--- src/rtl/rmii_tx_pkg.sv ---
package rmii_tx_pkg;
  typedef enum logic {
    TX_IDLE = 1'b0,
    TX_SEND = 1'b1
  } tx_state_e;
endpackage

--- src/rtl/rmii_tx_pace.sv ---
// Emits one step per dibit slot: every clock at full rate, every SLOW_DIV clocks slow.
module rmii_tx_pace #(
  parameter int SLOW_DIV = 10
) (
  input  logic clk,
  input  logic rst,
  input  logic run,
  input  logic slow,
  output logic step
);
  localparam int CW = (SLOW_DIV > 2) ? $clog2(SLOW_DIV) : 1;

  logic [CW-1:0] cnt;
  logic          at_end;

  assign at_end = (cnt == CW'(SLOW_DIV - 1));
  assign step   = run && (!slow || at_end);

  always_ff @(posedge clk) begin
    if (rst || !run || step) begin
      cnt <= '0;
    end else begin
      cnt <= cnt + 1'b1;
    end
  end
endmodule

--- src/rtl/rmii_tx_shift.sv ---
// Holds the current byte and presents its low dibit; shifts toward the LSB on advance.
module rmii_tx_shift #(
  parameter int BYTE_W  = 8,
  parameter int DIBIT_W = 2
) (
  input  logic               clk,
  input  logic               rst,
  input  logic               load,
  input  logic               advance,
  input  logic               clear,
  input  logic [BYTE_W-1:0]  din,
  output logic [DIBIT_W-1:0] dibit,
  output logic               last
);
  localparam int SLOTS = BYTE_W / DIBIT_W;
  localparam int IW    = (SLOTS > 2) ? $clog2(SLOTS) : 1;

  logic [BYTE_W-1:0] sh;
  logic [IW-1:0]     idx;

  always_ff @(posedge clk) begin
    if (rst || clear) begin
      sh  <= '0;
      idx <= '0;
    end else if (load) begin
      sh  <= din;
      idx <= '0;
    end else if (advance) begin
      sh  <= sh >> DIBIT_W;
      idx <= idx + 1'b1;
    end
  end

  assign dibit = sh[DIBIT_W-1:0];
  assign last  = (idx == IW'(SLOTS - 1));
endmodule

--- src/rtl/rmii_tx_serializer.sv ---
module rmii_tx_serializer
  import rmii_tx_pkg::*;
#(
  parameter int BYTE_W   = 8,
  parameter int DIBIT_W  = 2,
  parameter int SLOW_DIV = 10
) (
  input  logic               clk,
  input  logic               rst,
  input  logic               speed_10,
  input  logic               in_valid,
  input  logic [BYTE_W-1:0]  in_data,
  input  logic               in_sof,
  input  logic               in_eof,
  output logic               in_ready,
  output logic               txen,
  output logic [DIBIT_W-1:0] txd,
  output logic               underrun
);
  tx_state_e state;
  logic      last_byte;
  logic      underrun_q;
  logic      sending, step, last_dibit, boundary;
  logic      take, start, chain, load, finish, starve, advance;

  assign sending  = (state == TX_SEND);
  assign boundary = sending && step && last_dibit;
  assign in_ready = !sending || (boundary && !last_byte);
  assign take     = in_ready && in_valid;
  assign start    = !sending && take && in_sof;
  assign chain    = sending && take;
  assign load     = start || chain;
  assign finish   = boundary && last_byte;
  assign starve   = boundary && !last_byte && !in_valid;
  assign advance  = sending && step && !last_dibit;

  rmii_tx_pace #(.SLOW_DIV(SLOW_DIV)) pace_i (
    .clk  (clk),
    .rst  (rst),
    .run  (sending),
    .slow (speed_10),
    .step (step)
  );

  rmii_tx_shift #(.BYTE_W(BYTE_W), .DIBIT_W(DIBIT_W)) shift_i (
    .clk     (clk),
    .rst     (rst),
    .load    (load),
    .advance (advance),
    .clear   (finish || starve),
    .din     (in_data),
    .dibit   (txd),
    .last    (last_dibit)
  );

  always_ff @(posedge clk) begin
    if (rst) begin
      state      <= TX_IDLE;
      last_byte  <= 1'b0;
      underrun_q <= 1'b0;
    end else begin
      underrun_q <= starve;
      if (load) begin
        state     <= TX_SEND;
        last_byte <= in_eof;
      end else if (finish || starve) begin
        state     <= TX_IDLE;
        last_byte <= 1'b0;
      end
    end
  end

  assign txen     = sending;
  assign underrun = underrun_q;
endmodule

--- config.mk ---
export PLATFORM = sky130hd
export DESIGN_NAME = rmii_tx_serializer
export DESIGN_NICKNAME = d
export VERILOG_FILES = /design/src/rtl/rmii_tx_pkg.sv /design/src/rtl/rmii_tx_pace.sv /design/src/rtl/rmii_tx_shift.sv /design/src/rtl/rmii_tx_serializer.sv
export SDC_FILE = /design/constraint.sdc
export NUM_CORES = 1
export LEC_CHECK = 0
export BUFFER_PORTS_ARGS = -buffer_cell sky130_fd_sc_hd__buf_2
export CORE_MARGIN = 8
export CORE_UTILIZATION = 55
export CTS_BUF_LIST = sky130_fd_sc_hd__clkbuf_4 sky130_fd_sc_hd__clkbuf_8
export DETAILED_ROUTE_END_ITERATION = 12
export HOLD_SLACK_MARGIN = 0.05
export PLACE_DENSITY = 0.8
export SYNTH_ARGS = -nofsm -noshare
export SYNTH_HDL_FRONTEND = slang
export SYNTH_SLANG_ARGS = --single-unit
--- constraint.sdc ---
create_clock -name clk -period 3.9 [get_ports clk]
set_input_delay 1.17 -clock clk [delete_from_list [all_inputs] [get_ports clk]]
set_output_delay 1.17 -clock clk [all_outputs]
set_load 0.03 [all_outputs]
# Word level (Yosys, flattened, before mapping)
# Index checks and enable logic that the tools add are counted.
[classes] eq_ne=2 n_addsub=2 reduce_logical=26 muxes=5
[op_table] cell="$mux W8" count=2
[op_table] cell="$logic_and A1 B1 Y1" count=11
[op_table] cell="$logic_or A1 B1 Y1" count=7
[op_table] cell="$logic_not A1 Y1" count=5
[op_table] cell="$add A4 B1 Y4 const B" count=1
[op_table] cell="$eq A4 B4 Y1 const B" count=1
[op_table] cell="$reduce_bool A2 Y1" count=2
[op_table] cell="$mux W1" count=3
[op_table] cell="$add A2 B1 Y2 const B" count=1
[op_table] cell="$eq A2 B2 Y1 const B" count=1
[op_table] cell="$reduce_or A2 Y1" count=1
[word_totals] output_inout_bits=5 elab_cells=41 register_bits=17

# Logic depth before layout (Yosys ltp)
# Gate-level depths: netlist of the first run.
[depth] word_depth=12 mapped_depth=7 mapped_depth_nobuf=6

# By module
# Synthesis of the first run repeated with hierarchy kept, for this count alone.
[unflattened] cells_unflattened=82 area_unflattened_um2=799.5
[by_module_without_submodules] mod="rmii_tx_shift" cells_per_inst=46 n_inst=1 seq_area_each_um2=200.2 area_per_inst_um2=465.4
[by_module_without_submodules] mod="rmii_tx_pace" cells_per_inst=17 n_inst=1 seq_area_each_um2=80.1 area_per_inst_um2=176.4
[by_module_without_submodules] mod="rmii_tx_serializer" cells_per_inst=19 n_inst=1 seq_area_each_um2=60.1 area_per_inst_um2=157.7

# Worst setup path after synthesis of the first run
# No wires, ideal clock.
[synth_timing] path_kind="input to output" start="input speed_10" end="output in_ready" n_path_buf=0 required_ps=2730 arrival_ps=1769 cell_stages=3 path_slack_ps=961 cell_sequence="a211oi_1 -> nand2b_1 -> nand2_1"
[synth_via] elab_chain_len=7
[synth_rtl] element="from (decl)" line="rmii_tx_serializer.sv:10" text="input logic speed_10,"
[synth_rtl] element="$logic_not A1 Y1" line="rmii_tx_pace.sv:17" text="assign step = run && (!slow || at_end);"
[synth_rtl] element="$logic_or A1 B1 Y1" line="rmii_tx_pace.sv:17"
[synth_rtl] element="$logic_and A1 B1 Y1" line="rmii_tx_pace.sv:17"
[synth_rtl] element="$logic_and A1 B1 Y1 (2 in a row)" line="rmii_tx_serializer.sv:27" text="assign boundary = sending && step && last_dibit;"
[synth_rtl] element="$logic_and A1 B1 Y1" line="rmii_tx_serializer.sv:28" text="assign in_ready = !sending || (boundary && !last_byte);"
[synth_rtl] element="$logic_or A1 B1 Y1" line="rmii_tx_serializer.sv:28"
[synth_rtl] element="to (decl)" line="rmii_tx_serializer.sv:15" text="output logic in_ready,"
# No other way between the ends.

# Worst setup path in the final report of the first run
# Ends and elaborated chain as after synthesis.

==> results of run 1 <==
-- state kept, by name, indices dropped and copies added, names as in the netlist --
name / count
txen: 1
underrun: 1
last_byte: 1
shift_i.sh: 8
shift_i.idx: 2
pace_i.cnt: 4
-- final cells by class --
type                       count  area share [%]
sequential                    17           33.79
clock buffer                   4           2.981
multi-input combinational     58           51.18
tap                           16           1.988
inverter                       3           1.118
timing repair buffer          18           8.944
-- critical path, cell delays in order --
cell      delay (ns)
buf_2           0.15
a211oi_1        0.34
nand2b_1        0.12
nand2_1         0.07
buf_2           0.19
-- metrics by stage --
stage                     instances  worst slack, ns  hold slack, ns  power, mW
after floorplan                  82           0.9606          0.4334     0.2332
after global placement          112           0.7344          0.4473     0.2459
after detailed placement        112           0.6827          0.4640     0.2479
after CTS                       116           0.6818          0.4862     0.3469
after global routing            116           0.5851          0.5165     0.3608
final                           116           0.6822          0.4836     0.3454
-- report_power, final --
| part | internal (mW) | switching (mW) | total [mW] |
|---|---|---|---|
| clock | 0.0467 | 0.0553 | 0.102 |
| combinational | 0.0229 | 0.0328 | 0.0556 |
| sequential | 0.182 | 0.00600 | 0.188 |
-- cell families after synthesis --
family	synth area share, %
multiplexers	7.832
flip-flops	38.04
XOR/XNOR	2.938
AO/OA/AOI/OAI	27.69
adder cells (fa/ha/maj)	4.196
buffers and inverters	4.335
AND/OR/NAND/NOR	14.96
-- cell usage after synthesis, types with 2 or more instances --
cell type	count	share of area, %
nand3b_1	2	1.7
nor2_1	4	1.7
ha_1	3	4.2
nor3b_2	2	2.8
nand2b_1	2	1.4
xnor2_1	2	2.0
inv_1	2	0.84
nand3_1	2	1.1
mux2i_1	7	7.8
a211oi_2	6	8.4
buf_4	3	2.5
a211o_2	2	2.2
nand4_1	2	1.4
o211ai_1	3	2.5
dfxtp_1	17	38
a21oi_1	9	5.0
-- layer usage --
metal	global-route usage (%)	routed length (um)	share of wire, %
met4	4.124	16	0.93
met3	4.270	145	8.4
met5	0	0	0
met1	12.74	816	47
met2	17.75	743	43
-- how the worst max path moves through the flow --
stage	from	to	slack, ns
after global placement	speed_10	in_ready	0.73
after floorplan	speed_10	in_ready	0.96
after detailed placement	speed_10	in_ready	0.68
after global routing	speed_10	in_ready	0.59
after CTS	speed_10	in_ready	0.68
final	speed_10	in_ready	0.68
==> impl_metrics.tcl, run 1 <==
set metrics [dict create \
    status "complete, no violations" \
    wire_per_inst_um 14.84 \
    multiInputGateArea_sq_um 515.5 \
    post-route-min-period_ns 3.218 \
    skew_ns 0.005123 \
    hpwl_mm 1.328 \
    reg2reg_to "txen" \
    place_congestion 0.8359 \
    ctsRootBufferMaster "clkbuf_4" \
    hold_path_startpoint "pace_i.cnt[0]" \
    clock_path_buffers 2 \
    holdCritPathClass "reg -> reg" \
    cts-hold-fix-buffers 0 \
    synth_area_per_cell_sq_um 10.91 \
    rr_worst_depth 5 \
    timing.final.max_slew_violations 0 \
    design.die.area_sq_um 3173 \
    fill_cells 117 \
    routed_wirelength_mm 1.721 \
    dr.pass1.iters 4 \
    final_cell_mix "buf_2 (18), dfxtp_1 (17), a21oi_1 (9), mux2i_1 (7), a211oi_2 (6)" \
    holdPathStages 1 \
    diodes 0 \
    hold_path_end "pace_i.cnt[0]" \
    drc 0 \
    crit_type "in -> out" \
    final_common_cell "buf_2" \
    power_per_cell_area_nw_per_um2 342.9 \
    synth_seq_cells 17 \
    viasPerCell 5.802 \
    fmax_ghz 0.3108 \
    timing.final.crit_share_pct 82.51 \
    rows 14 \
    grt_remaining_overflow 0 \
    ys_seq_area_share_pct 38.04 \
    cts_tree "done" \
    synth_edf_count 0 \
    synth-async-reset-ratio_pct 0 \
    first_global_vias 639 \
    cp_max_fo 6 \
    clkTransAtPathRegs_ns 0.10 \
    portBuffers 18 \
    post-route-util_pct 66.09 \
    syn-num-nets 99 \
    rsz0062_at_grt "no" \
    dieWidth_um 56.33 \
    ir_worst_vdd_mv 0.2705 \
    cp-start-kind "primary input" \
    coreArea_sq_um 1524 \
    cp_data_arrival_time_ns 2.05 \
    cts_sinks 17 \
    cts-resized-gates 0 \
    grt_pass1_wl_mm 2.960 \
    drt_iter0_drc 17 \
    grt_max_degree 12 \
    pin_count 19 \
    synth_cell_types 30 \
    htreeDepth 1 \
    cts_setup_buffers 0 \
    drive_gt1_share_pct 37.00 \
    clk_latency_ns 0.29 \
    report.final.setup_viol 0 \
    cts_buffers 3 \
    synth_cells 82 \
    leakage_nw 0.4127 \
    yosysWarnings 0 \
    rrSetupSlack_ns 2.00 \
    antenna_found_initial 0 \
    drtAntennaViolNets 0 \
    synth_area_sq_um 894.6 \
    max_slew_margin_pct 66.56 \
    r2r-start "pace_i.cnt[0]" \
    syn_to_final_growth_pct 12.59 \
    tightest_slew_ns 0.5016 \
    maxCapViolCount 0 \
    required_ns 2.73 \
    nNetsFinal 118 \
    register_area_sq_um 340.3 \
    setup_tns_ns 0 \
    hold_violations 0 \
    final_area_sq_um 1007 \
    synth-main-ff-cell "dfxtp_1" \
    vias 673 \
    chipHeight_um 56.33 \
    track_usage_pct 10.99 \
    start_util_pct 58.70 \
    end_kind "output pin" \
    placed_area_sq_um 977.2 \
]
Power figures use the tool's default switching activity.
==> run 2: changes to the inputs <==
Settings changed: CORE_UTILIZATION 55 to 50, PLACE_DENSITY 0.8 to 0.77.
Clock period 3.9 ns to 2.7 ns, I/O delays scaled along.
==> run 2 against run 1 <==
Compared with the run above:
- register-to-register slack worse by 1.1 ns
- die area is 7.1% higher
- clock power is 43% higher
- routed wire length is 5.6% higher
- worst setup slack worse by 0.55 ns
- critical path type is now reg -> out
- count of clock-buffer cells in the layout stayed put
- power is 44% higher
- flip-flop and latch count stayed put
- hold slack worse by 0.00076 ns
- largest cell class unchanged
- via count stayed put
==> impl_metrics.tcl, run 2 (synthesis results as in run 1) <==
set metrics [dict create \
    status "complete, no violations" \
    vias 673 \
    cp_max_fo 6 \
    power.share.switching_pct 27.06 \
    maxCapViolCount 0 \
    grt_util_met3_pct 4.130 \
    largest_reg_flops 8 \
    cts_buffers 3 \
    p_comb_share_pct 16.3 \
    rr_worst_depth 5 \
    clkTransAtPathRegs_ns 0.10 \
    gr-usage-met1_pct 11.62 \
    drive_gt1_share_pct 38.00 \
    holdCritPathClass "reg -> reg" \
    timing.final.crit_share_pct 95.22 \
    clkPwrFrac_pct 29.3 \
    top_regs "shift_i.sh x8, pace_i.cnt x4, shift_i.idx x2" \
    power_per_cell_area_nw_per_um2 486.6 \
    ctsRootBufferMaster "clkbuf_4" \
    chipHeight_um 58.30 \
    timing.final.ws_setup_ns 0.1290 \
    wire_per_inst_um 14.54 \
    r2r-start "pace_i.cnt[0]" \
    clock_path_buffers 2 \
    max_slew_margin_pct 67.41 \
    drt_iter0_drc 11 \
    holdPathStages 1 \
    p_int_mw 0.3632 \
    fmax_ghz 0.3889 \
    cp-start-kind "flop" \
    design.die.area_sq_um 3399 \
    gr-usage-met2_pct 19.06 \
    place_congestion 0.7954 \
    viasPerCell 5.384 \
    rows 15 \
    start_util_pct 52.38 \
    rrSetupSlack_ns 0.86 \
    hold_violations 0 \
    crit_type "reg -> out" \
    power.share.sequential_pct 54.4 \
    cp_data_arrival_time_ns 1.76 \
    cts_tree "done" \
    grt_pass1_wl_mm 2.987 \
    rsz0062_at_grt "no" \
    dr.pass1.iters 4 \
    ir_worst_vdd_mv 0.2491 \
    routed_wirelength_mm 1.818 \
    track_usage_pct 11.17 \
    placed_area_sq_um 988.4 \
    required_ns 1.89 \
    tightest_slew_ns 0.4889 \
    fill_cells 159 \
    p_sw_mw 0.1347 \
    skew_ns 0.004727 \
    timing.final.max_slew_violations 0 \
    clk_latency_ns 0.29 \
    cts_sinks 17 \
    hpwl_mm 1.381 \
    final_common_cell "buf_2" \
    portBuffers 18 \
    syn_to_final_growth_pct 14.41 \
    diodes 0 \
    reg2reg_to "txen" \
    setup_tns_ns 0 \
    antenna_found_initial 0 \
    dieWidth_um 58.30 \
    first_global_vias 687 \
    final_cell_mix "buf_2 (18), dfxtp_1 (17), a21oi_1 (9), a211oi_2 (7), mux2i_1 (7)" \
    busiest_layer "met2" \
    report.final.setup_viol 0 \
    cts_setup_buffers 0 \
    grt_remaining_overflow 0 \
    dp_slack_ns 0.1943 \
    htreeDepth 1 \
    post-route-min-period_ns 2.571 \
    leakage_nw 0.4129 \
    coreArea_sq_um 1708 \
    pin_count 19 \
    final_area_sq_um 1023 \
    grt_max_degree 12 \
    nNetsFinal 118 \
    drtAntennaViolNets 0 \
    drc 0 \
    cts-hold-fix-buffers 0 \
    power.total_mw 0.4980 \
    end_kind "output pin" \
    hold_path_startpoint "pace_i.cnt[0]" \
    hold_path_end "pace_i.cnt[0]" \
    regMostFlops "shift_i.sh" \
]
-- run 2: power by group through the flow --
stage	Clock [mW]	Sequential (mW)	Combinational, mW
CTS	0.146	0.271	0.0816
floorplan	0	0.277	0.0596
finish	0.146	0.271	0.0811
detailed placement	0	0.277	0.0813
global route	0.153	0.273	0.0879
global placement	0	0.276	0.0798
-- run 2: per-layer routing --
layer,vias to the layer above,part of all wire (%)
li1,340,-
met1,310,40
met2,19,51
met3,4,6.8
met4,0,2.4
met5,-,0
-- run 2: final cells by class --
cell class	count	area [sq um]	share of cell area (%)
Tap cell	25	31.28	3.056
Sequential cell	17	340.3	33.25
Inverter	3	11.26	1.100
Multi-Input combinational cell	58	520.5	50.86
Timing Repair Buffer	18	90.09	8.802
Clock buffer	4	30.03	2.934
-- run 2: through the flow --
| step | utilization [%] | hold slack [ns] | cells |
|---|---|---|---|
| detailed placement | 57.88 | 0.4628 | 121 |
| global route | 59.93 | 0.5257 | 125 |
| CTS | 59.63 | 0.4861 | 125 |
| floorplan | - | 0.4334 | 82 |
| global placement | 57.88 | 0.4497 | 121 |
| finish | 59.93 | 0.4829 | 125 |
-- run 2: worst max path at each step --
stage                   from        to  slack [ns]  depth (start not counted)
2_1_floorplan       speed_10  in_ready        0.48                          3
3_3_place_gp        speed_10  in_ready        0.23                          5
3_5_place_dp        speed_10  in_ready        0.19                          5
4_1_cts        pace_i.cnt[0]  in_ready        0.03                          6
5_1_grt        pace_i.cnt[0]  in_ready        0.03                          6
6_report       pace_i.cnt[0]  in_ready        0.13                          6
-- run 2: what timing repair did --
item | CTS | global route
resized for setup | 0 | 1
hold endpoints to repair | 0 | 0
endpoints found under the setup margin | 0 | 1
-- run 2: critical path, stage by stage, from the launching register on --
cell and delay (ns):
dfxtp_1 0.40, ha_1 0.22, nand3b_4 0.15, a211oi_2 0.31, nand2b_1 0.13, nand2_1 0.08
buf_2 0.19
==> run 3: changes to the inputs <==
Settings changed: CTS_BUF_LIST sky130_fd_sc_hd__clkbuf_4 sky130_fd_sc_hd__clkbuf_8 to sky130_fd_sc_hd__clkbuf_8.
==> run 3 against run 2 <==
Compared with the run above:
- final cell count unchanged
- sequential power about the same
- power up 7.8%
- clock power up 26%
- clock skew down 0.0040 ns
- worst setup slack better by 0.034 ns
- flip-flop and latch count unchanged
- core utilization up 0.88 points
- die area unchanged
- critical endpoint unchanged
==> impl_metrics.tcl, run 3 (synthesis results as in run 1) <==
set metrics [dict create \
    rsz0062_at_grt "no" \
    viasPerCell 5.360 \
    start_util_pct 52.38 \
    fmax_ghz 0.3942 \
    first_global_vias 684 \
    ctsRootBufferMaster "clkbuf_8" \
    syn_to_final_growth_pct 16.08 \
    cp_slowest_cell "dfxtp_1" \
    vias 670 \
    leakage_nw 0.4214 \
    critPathBufInv 1 \
    maxCapViolCount 0 \
    power_per_cell_area_nw_per_um2 517.1 \
    final_area_sq_um 1039 \
    holdCritPathClass "reg -> reg" \
    worstPathCellList "ha_1 > nand3b_4 > a211oi_2 > nand2b_1 > nand2_1 > buf_2" \
    power.total_mw 0.5370 \
    grt_pass1_wl_mm 3.042 \
    cp-start-kind "flop" \
    clk_latency_ns 0.25 \
    place_congestion 0.7954 \
    regMostFlops "shift_i.sh" \
    drc 0 \
    top_regs "shift_i.sh x8, pace_i.cnt x4, shift_i.idx x2" \
    chipHeight_um 58.30 \
    cp_max_fo 6 \
    clkTransAtPathRegs_ns 0.06 \
    wire_per_inst_um 14.78 \
    rows 15 \
    final_cell_mix "buf_2 (18), dfxtp_1 (17), a21oi_1 (9), a211oi_2 (7), mux2i_1 (7)" \
    placed_area_sq_um 988.4 \
    required_ns 1.89 \
    tightest_slew_ns 0.4987 \
    nNetsFinal 118 \
    timing.final.max_slew_violations 0 \
    status "complete, no violations" \
    max_stage_delay_ns 0.38 \
    dieWidth_um 58.30 \
    fill_cells 161 \
    track_usage_pct 11.39 \
    htreeDepth 1 \
    grt_remaining_overflow 0 \
    design.die.area_sq_um 3399 \
    cts_buffers 3 \
    end_kind "output pin" \
    diodes 0 \
    ir_worst_vdd_mv 0.3967 \
    grt_max_degree 12 \
    crit_type "reg -> out" \
    dr.pass1.iters 4 \
    portBuffers 18 \
    cts_sinks 17 \
    skew_ns 0.0006795 \
    hold_violations 0 \
    antenna_found_initial 0 \
    setup_tns_ns 0 \
    cp_data_arrival_time_ns 1.73 \
    clock_path_buffers 2 \
    cts_tree "done" \
    max_slew_margin_pct 66.75 \
    final_common_cell "buf_2" \
    cts_setup_buffers 0 \
    timing.final.crit_share_pct 93.96 \
    post-route-min-period_ns 2.537 \
    largest_reg_flops 8 \
    crit_family "flip-flops" \
    pin_count 19 \
    drt_iter0_drc 13 \
    hpwl_mm 1.381 \
    report.final.setup_viol 0 \
    drive_gt1_share_pct 37.00 \
    coreArea_sq_um 1708 \
    drtAntennaViolNets 0 \
    routed_wirelength_mm 1.847 \
    cts-hold-fix-buffers 0 \
    cts-resized-gates 0 \
]
run 3: changes by cell type in the layout (fill, tap and decap cells not counted), sizes merged:
cell	delta
inv	+1
clkbuf	-1
run 3: report_power, final:
part	switching, mW	internal (mW)	leakage, nW
Sequential	0.00842	0.263	0.139
Clock	0.0836	0.101	0.0269
Combinational	0.0483	0.0332	0.256
Total	0.140	0.397	0.421
run 3: routing by layer:
layer	vias up	track usage (%)	routed length [um]
met2	15	19.84	949
li1	341	-	-
met3	4	3.478	103
met4	0	6.294	32
met5	-	0	0
met1	310	11.87	761
run 3: final cells by class:
| class | count | area [sq um] | share of cell area, % |
|---|---|---|---|
| clock inverter | 1 | 3.754 | 0.3614 |
| multi-input combinational | 58 | 520.5 | 50.12 |
| timing repair buffer | 18 | 90.09 | 8.675 |
| inverter | 3 | 11.26 | 1.084 |
| tap | 25 | 31.28 | 3.012 |
| sequential | 17 | 340.3 | 32.77 |
| clock buffer | 3 | 41.29 | 3.976 |
run 3: metrics by stage:
step           util [%]  hold slack [ns]  setup WS (ns)  instances
5_1_grt           60.81           0.5200        0.05263        125
3_3_place_gp      57.88           0.4497         0.2324        121
6_report          60.81           0.4766         0.1630        125
4_1_cts           60.51           0.4783        0.07634        125
2_1_floorplan         -           0.4334         0.4806         82
3_5_place_dp      57.88           0.4628         0.1943        121
run 3: final timing paths:
| check | from | endpoint | slack [ns] | depth (start not counted) |
|---|---|---|---|---|
| max | pace_i.cnt[0] | in_ready | 0.16 | 6 |
| min | pace_i.cnt[0] | pace_i.cnt[0] | 0.48 | 1 |
| max reg2reg | pace_i.cnt[0] | txen | 0.84 | 5 |
| min reg2reg | pace_i.cnt[0] | pace_i.cnt[0] | 0.48 | 1 |
